--- src/rtl/tmbPkg.sv ---
package tmbPkg;
  localparam int unsigned BYTE_BITS = 8;
  localparam int unsigned WORD_BITS = 2 * BYTE_BITS;

  typedef enum logic [1:0] {
    OP_TEST0 = 2'b00,
    OP_CLEAR = 2'b01,
    OP_SET   = 2'b10,
    OP_TEST1 = 2'b11
  } opKind_e;

  typedef enum logic [2:0] {
    ST_IDLE,
    ST_TEST,
    ST_RDLO,
    ST_CAPLO,
    ST_RDHI,
    ST_CAPHI,
    ST_WRLO,
    ST_WRHI
  } seqState_e;

  typedef struct packed {
    logic latch;
    logic capLo;
    logic capHi;
    logic outHi;
  } dpStrobe_t;

  function automatic logic isMemOp(input logic [1:0] op);
    return (op == OP_CLEAR) || (op == OP_SET);
  endfunction
endpackage

--- src/rtl/tmbCtrl.sv ---
module tmbCtrl
  import tmbPkg::*;
(
  input  logic      clk,
  input  logic      rstN,
  input  logic      start,
  input  logic [1:0] opCode,
  input  logic      accWide,
  output dpStrobe_t strobe,
  output logic      busy,
  output logic      done,
  output logic      memRd,
  output logic      memWr,
  output logic      memHi,
  output logic      zValid
);
  seqState_e state, stateNext;
  logic      wideQ;

  always_ff @(posedge clk) begin
    if (!rstN) begin
      state <= ST_IDLE;
      wideQ <= 1'b0;
    end else begin
      state <= stateNext;
      if (state == ST_IDLE && start) wideQ <= accWide;
    end
  end

  always_comb begin
    stateNext = state;
    strobe    = '0;
    done      = 1'b0;
    memRd     = 1'b0;
    memWr     = 1'b0;
    memHi     = 1'b0;
    zValid    = 1'b0;
    unique case (state)
      ST_IDLE: begin
        if (start) begin
          strobe.latch = 1'b1;
          stateNext    = isMemOp(opCode) ? ST_RDLO : ST_TEST;
        end
      end
      ST_TEST: begin
        zValid    = 1'b1;
        done      = 1'b1;
        stateNext = ST_IDLE;
      end
      ST_RDLO: begin
        memRd     = 1'b1;
        stateNext = wideQ ? ST_RDHI : ST_CAPLO;
      end
      ST_CAPLO: begin
        strobe.capLo = 1'b1;
        stateNext    = ST_WRLO;
      end
      ST_RDHI: begin
        memRd        = 1'b1;
        memHi        = 1'b1;
        strobe.capLo = 1'b1;
        stateNext    = ST_CAPHI;
      end
      ST_CAPHI: begin
        strobe.capHi = 1'b1;
        stateNext    = ST_WRLO;
      end
      ST_WRLO: begin
        memWr     = 1'b1;
        zValid    = 1'b1;
        done      = !wideQ;
        stateNext = wideQ ? ST_WRHI : ST_IDLE;
      end
      ST_WRHI: begin
        memWr        = 1'b1;
        memHi        = 1'b1;
        strobe.outHi = 1'b1;
        done         = 1'b1;
        stateNext    = ST_IDLE;
      end
      default: stateNext = ST_IDLE;
    endcase
  end

  assign busy = (state != ST_IDLE);
endmodule

--- src/rtl/tmbDpath.sv ---
module tmbDpath
  import tmbPkg::*;
#(
  parameter int unsigned LANE_BITS = BYTE_BITS,
  parameter int unsigned LANES     = 2
) (
  input  logic                         clk,
  input  logic                         rstN,
  input  dpStrobe_t                    strobe,
  input  logic [1:0]                   opCode,
  input  logic                         accWide,
  input  logic [LANES*LANE_BITS-1:0]   accVal,
  input  logic [LANES*LANE_BITS-1:0]   immVal,
  input  logic [LANE_BITS-1:0]         memRdata,
  output logic [LANE_BITS-1:0]         memWdata,
  output logic                         zFlag
);
  localparam int unsigned FULL_BITS = LANES * LANE_BITS;

  logic [FULL_BITS-1:0] accQ, opndQ, resultVal, widthMask;
  logic                 wideQ;
  logic                 setMode;

  always_ff @(posedge clk) begin
    if (!rstN) begin
      accQ    <= '0;
      opndQ   <= '0;
      wideQ   <= 1'b0;
      setMode <= 1'b0;
    end else begin
      if (strobe.latch) begin
        accQ    <= accVal;
        opndQ   <= immVal;
        wideQ   <= accWide;
        setMode <= (opCode == OP_SET);
      end
      if (strobe.capLo) opndQ[LANE_BITS-1:0] <= memRdata;
      if (strobe.capHi) opndQ[2*LANE_BITS-1:LANE_BITS] <= memRdata;
    end
  end

  for (genvar lane = 0; lane < LANES; lane++) begin : g_lane
    localparam int unsigned LO = lane * LANE_BITS;
    assign widthMask[LO +: LANE_BITS] = (lane == 0 || wideQ) ? '1 : '0;
    assign resultVal[LO +: LANE_BITS] = setMode
      ? (opndQ[LO +: LANE_BITS] | accQ[LO +: LANE_BITS])
      : (opndQ[LO +: LANE_BITS] & ~accQ[LO +: LANE_BITS]);
  end

  assign zFlag    = ((accQ & opndQ & widthMask) == '0);
  assign memWdata = strobe.outHi ? resultVal[2*LANE_BITS-1:LANE_BITS]
                                 : resultVal[LANE_BITS-1:0];
endmodule

--- src/rtl/bitTestModify.sv ---
module bitTestModify
  import tmbPkg::*;
(
  input  logic        clk,
  input  logic        rstN,
  input  logic        start,
  input  logic [1:0]  opCode,
  input  logic        accWide,
  input  logic [15:0] accVal,
  input  logic [15:0] immVal,
  output logic        busy,
  output logic        done,
  output logic        memRd,
  output logic        memWr,
  output logic        memHi,
  output logic [7:0]  memWdata,
  input  logic [7:0]  memRdata,
  output logic        zFlag,
  output logic        zValid
);
  dpStrobe_t strobe;

  tmbCtrl u_ctrl (
    .clk(clk), .rstN(rstN), .start(start), .opCode(opCode), .accWide(accWide),
    .strobe(strobe), .busy(busy), .done(done), .memRd(memRd), .memWr(memWr),
    .memHi(memHi), .zValid(zValid)
  );

  tmbDpath #(.LANE_BITS(BYTE_BITS), .LANES(2)) u_dpath (
    .clk(clk), .rstN(rstN), .strobe(strobe), .opCode(opCode), .accWide(accWide),
    .accVal(accVal), .immVal(immVal), .memRdata(memRdata),
    .memWdata(memWdata), .zFlag(zFlag)
  );
endmodule

--- config.mk ---
export PLATFORM = sky130hd
export DESIGN_NAME = bitTestModify
export DESIGN_NICKNAME = d
export VERILOG_FILES = /design/src/rtl/tmbPkg.sv /design/src/rtl/tmbCtrl.sv /design/src/rtl/tmbDpath.sv /design/src/rtl/bitTestModify.sv
export SDC_FILE = /design/constraint.sdc
export NUM_CORES = 1
export LEC_CHECK = 0
export CAP_MARGIN = 20
export CELL_PAD_IN_SITES_DETAIL_PLACEMENT = 2
export CELL_PAD_IN_SITES_GLOBAL_PLACEMENT = 2
export CORE_MARGIN = 1
export CORE_UTILIZATION = 28
export DETAILED_ROUTE_END_ITERATION = 8
export PLACE_DENSITY = 0.95
export SLEW_MARGIN = 20
export SYNTH_ARGS = -nofsm -noshare
export SYNTH_HDL_FRONTEND = slang
export SYNTH_SLANG_ARGS = --single-unit
export TNS_END_PERCENT = 20
--- constraint.sdc ---
create_clock -name clk -period 5 [get_ports clk]
set_clock_uncertainty 0.1 [all_clocks]
set_input_delay 1 -clock clk [delete_from_list [all_inputs] [get_ports clk]]
set_output_delay 1 -clock clk [all_outputs]
set_load 0.1 [all_outputs]
Word-level counts from Yosys, hierarchy flattened. Cells that the tools add are included. Widths: inputs -> output; s select.

Bits in registers: 38. Word-level logic and storage cells: 62.

Equality and inequality tests: 10. Mux-type cells: 22. Bitwise operators: 8. Reduce and logical (&&, ||, !) cells: 15.

Operators by type and width (number): $mux 8 (6); $and 16x16->16 (2); $pmux 3 s6 (1); $and 8x8->8 (2); $logic_not 16->1 (1); $mux 16 (1); $not 8->8 (2); $or 8x8->8 (2); $reduce_or 2->1 (7); $eq 3x3->1 const B (4); $mux 1 (9); $mux 3 (3); $eq 3x2->1 const B (2); $reduce_bool 2->1 (2); $eq 3x1->1 const B (1); $logic_not 3->1 (1); $reduce_bool 3->1 (1); $eq 2x1->1 const B (1); $eq 2x2->1 const B (1); $mux 2 (1); $ne 2x2->1 const B (1); $pmux 1 s2 (1); $logic_and 1x1->1 (1); $logic_not 1->1 (1); $logic_or 1x1->1 (1).

Longest topological paths before layout.
Depth in word-level cells: 5. Gate-level depth with buffers: 6.

By module. A second synthesis with hierarchy kept.

Cells, all modules: 245. Area, all modules: 2178.3 µm².

By module, submodules not included: tmbDpath (times used 1, cells an instance 201, area each 1830.5 µm²); tmbCtrl (times used 1, cells an instance 44, area each 347.8 µm²).

Worst setup path before layout. No wires, ideal clock.

Path kind: register to output. Start: reg u_ctrl.state[1]. End: out done. Arrival: 2.898 ns. Setup slack: 1.002 ns. Stages on the path, launching flop included: 5. Cells stage by stage: dfxtp_1 > buf_2 > buf_2 > nand2b_1 > o21ai_0.

Longest elaborated chain between the ends: 3. Elaborated cells between the ends (all ways): 5. Those cells by class: eq/ne: 3; mux: 1; reduce/logical: 1.

Ends and longest elaborated chain: from (decl) (RTL line tmbCtrl.sv:17) `seqState_e state, stateNext;`; from (signal assigned) (RTL line tmbCtrl.sv:25) `state <= stateNext;`; $eq 3x1->1 or $eq 3x3->1 (tied branches) (RTL line tmbCtrl.sv:38) `unique case (state)`; $reduce_or 2->1 (no source line); $pmux 1 s2 (*) (RTL line tmbCtrl.sv:38); to (decl) (RTL line bitTestModify.sv:12) `output logic done,`.

Mark *: on every way between the ends. The rest lies on a longest branch, timed or not.

Final worst setup path.
Start: reg u_ctrl.state[2]. End: out memWdata[0].

Longest elaborated chain between the ends: 3.

Ends and longest elaborated chain: $eq 3x3->1 (RTL line tmbCtrl.sv:38); $mux 1 (RTL line tmbCtrl.sv:38); $mux 8 (RTL line tmbDpath.sv:51) `assign memWdata = strobe.outHi ? resultVal[2*LANE_BITS-1:LANE_BITS]`; to (decl) (RTL line bitTestModify.sv:16) `output logic [7:0] memWdata,`.

No other way between the ends.

==> flow_summary.ini <==
[run_status]
status = completed

[layout]
n_fill_cell = 798
layout_commonest_cell = nand2_1
n_antenna_cell = 0
layout_common_cells = nand2_1 (73), clkdlybuf4s50_1 (52), dfxtp_1 (37)
final_area_um2 = 2770
num-nets-final = 361
area_growth_pct = 34.7
layout-drive-gt1-share_pct = 6.35

[worst_setup_path]
r2r-end = u_dpath.opndQ[11]
crit_family = simple AND/OR/NAND/NOR gates
slowest_stage = nand3_1
crit_chain = nand3_1, or3_1, o211a_1, buf_4
start_kind = register
cp_max_fo = 24
worst_ep_required_time_ns = 3.90
path_buf_inv = 1
max_stage_delay_ns = 0.85
rr_worst_depth = 4
endpoint_kind = primary output
reg2reg_from = u_ctrl.state[2]
path_class = reg -> out
regToRegSetupSlack_ns = 2.80
arrival_ns = 2.87

[routing]
drc = 0
totalWireLength_mm = 7.24
first_pass_iters = 4
antenna_left = 0
viasPerCell = 5.16
avgRoutedWirePerCell_um = 17.6
vias = 2121
drt_iter0_markers = 64

[global_routing]
grt_remaining_overflow = 0
antenna_found_initial = 0
grt_start_max_net_pins = 46
grt_pass1_vias = 2294
grtUsageTotal_pct = 20.4
grt_pass1_wl_mm = 11.7

[synth]
syn_area_per_cell_um2 = 7.72
syn_nets = 313
ys.flop_type = dfxtp_1
synth_top_area_share_pct = 36.1
syn_inst = 266
netlist_area_um2 = 2050
synth_cell_types = 36
synth_area_leaders = dfxtp_1 (36%), nand2_1 (13%), a21boi_1 (4.4%), mux2i_1 (3.9%), o211a_1 (3.9%)
seq_area_frac_synth_pct = 36.1
synth-seq-cells = 37
async_flop_share_pct = 0
ys_warn_count = 0
synth_edf_count = 0
yosysTopAreaCell = dfxtp_1

[clocking]
clk_path_buf_depth = 2
clk_pin_slew_ns = 0.08
cts_resized = 0
cts_root_buf = clkbuf_8
cts_tree = built
cts_hold_buf = 0
clock_latency_ns = 0.31
cts_buffers = 5
cts_max_level = 2
post_cts_buffers = 0
numClockSinks = 37

[power_and_ir_drop]
swShare_pct = 42.4
leakagePower_nw = 1.16
power_switching_w = 0.000458
power_density_nw_per_um2 = 391
ir_drop_uv = 114
power_frac_seq_pct = 35.7
p_comb_share_pct = 38.5
p_int_w = 0.000622
p_clk_share_pct = 25.8

[flow_run]
cap_violations = 0

[floorplan]
num_rows = 30
boundaryPins = 61
die_h_um = 87.6
die_area_um2 = 7680
die_w_um = 87.6
core-area_um2 = 6940
start_util_pct = 29.6

[worst_hold_path]
hp-class = reg -> reg
min_to = u_dpath.accQ[9]
holdCritStartpoint = u_dpath.accQ[9]
min_path_cells = 2

[timing]
min_period_over_period_pct = 79.5
tightest_slew_ns = 0.969
final-hold-violation-count = 0
layout_min_cycle_time_ns = 3.97
setup_tns_ns = 0
drv_slew = 0
max_freq_mhz = 252
grt_setup_unrepaired = false
finalSetupViolCount = 0
timing.slew.headroom_pct = 35.2

[place]
numPortBuffers = 60
dpl_cell_area_um2 = 2650
hpwl_mm = 5.18
gp_congestion = 0.813
[per-layer routing]
layer | GRT usage [%] | vias to the layer above | share of wire (%)
li1 | - | 1029 | -
met1 | 25.5 | 1026 | 46
met2 | 34.8 | 55 | 48
met3 | 3.86 | 11 | 3.4
met4 | 7.90 | 0 | 2.0
met5 | 0 | - | 0
[through the flow]
step	setup slack [ns]	util [%]	cells	power (W)	hold slack, ns
6_report	1.03	39.8	411	0.00108	0.404
5_1_grt	0.724	39.8	411	0.00113	0.432
3_5_place_dp	1.36	38.1	403	0.000807	0.384
4_1_cts	1.00	39.8	411	0.00109	0.408
3_3_place_gp	1.51	38.1	403	0.000793	0.381
2_1_floorplan	1.00	-	266	0.000688	0.356
[power by group through the flow]
stage | logic, W | registers (W) | clock network (W)
6_report | 0.000416 | 0.000386 | 0.000278
5_1_grt | 0.000441 | 0.000392 | 0.000295
4_1_cts | 0.000421 | 0.000385 | 0.000283
3_5_place_dp | 0.000417 | 0.000390 | 0
3_3_place_gp | 0.000407 | 0.000385 | 0
2_1_floorplan | 0.000331 | 0.000357 | 0
[worst max-delay path by stage]
stage / from / end / slack (ns) / cells after the start
2_1_floorplan: u_ctrl.state[1] / done / 1.00 / 4
3_3_place_gp: u_ctrl.state[2] / memWdata[1] / 1.51 / 4
4_1_cts: u_ctrl.state[2] / memWdata[7] / 1.00 / 4
5_1_grt: u_ctrl.state[2] / memWdata[0] / 0.72 / 4
6_report: u_ctrl.state[2] / memWdata[0] / 1.03 / 4
3_5_place_dp: u_ctrl.state[2] / memWdata[7] / 1.36 / 4
[worst register-to-register path, cell delays in order (launching register included)]
cell     delay, ns
dfxtp_1       0.51
nor4b_4       0.88
buf_4         0.36
nand2_1       0.09
a31oi_1       0.19
[cells in the mapped netlist, types with 2 or more instances]
cell and count:
nand2_1 73, dfxtp_1 37, a21boi_1 12, nor2_1 12, o21ai_0 12, inv_1 11, nand3_1 10, buf_2 9
or3_1 9, a22oi_1 8, a31oi_1 8, mux2i_1 8, o211a_1 8, o221ai_1 8, a21boi_0 7, clkbuf_1 7
buf_6 4, a211oi_1 2, nand2b_1 2, nand3b_1 2, o22ai_1 2
[final cells by class]
type	instances	area, um2	area share [%]
Sequential cell	37	741	26.8
Tap cell	96	120	4.34
Inverter	11	41.3	1.49
Clock buffer	7	86.3	3.12
Clock inverter	1	30.0	1.09
Timing Repair Buffer	62	596	21.5
Multi-Input combinational cell	197	1150	41.6
[state kept, by name (all words and copies together), names as in the netlist]
signal / cells
u_ctrl.state: 3
u_dpath.accQ: 16
u_dpath.opndQ: 16
u_dpath.setMode: 1
u_dpath.wideQ: 1
[cells by family (layout without fill, tap and decap cells)]
family / after synthesis / after routing / share of synthesized area, %
AND/OR/NAND/NOR: 115 / 115 / 25.5
AO/OA/AOI/OAI: 72 / 72 / 25.6
flip-flops: 37 / 37 / 36.1
buffers and inverters: 32 / 81 / 7.86
multiplexers: 8 / 8 / 3.90
adder cells (fa/ha/maj): 1 / 1 / 0.609
XOR/XNOR: 1 / 1 / 0.427
No activity file was read; power rests on OpenSTA's default activity.
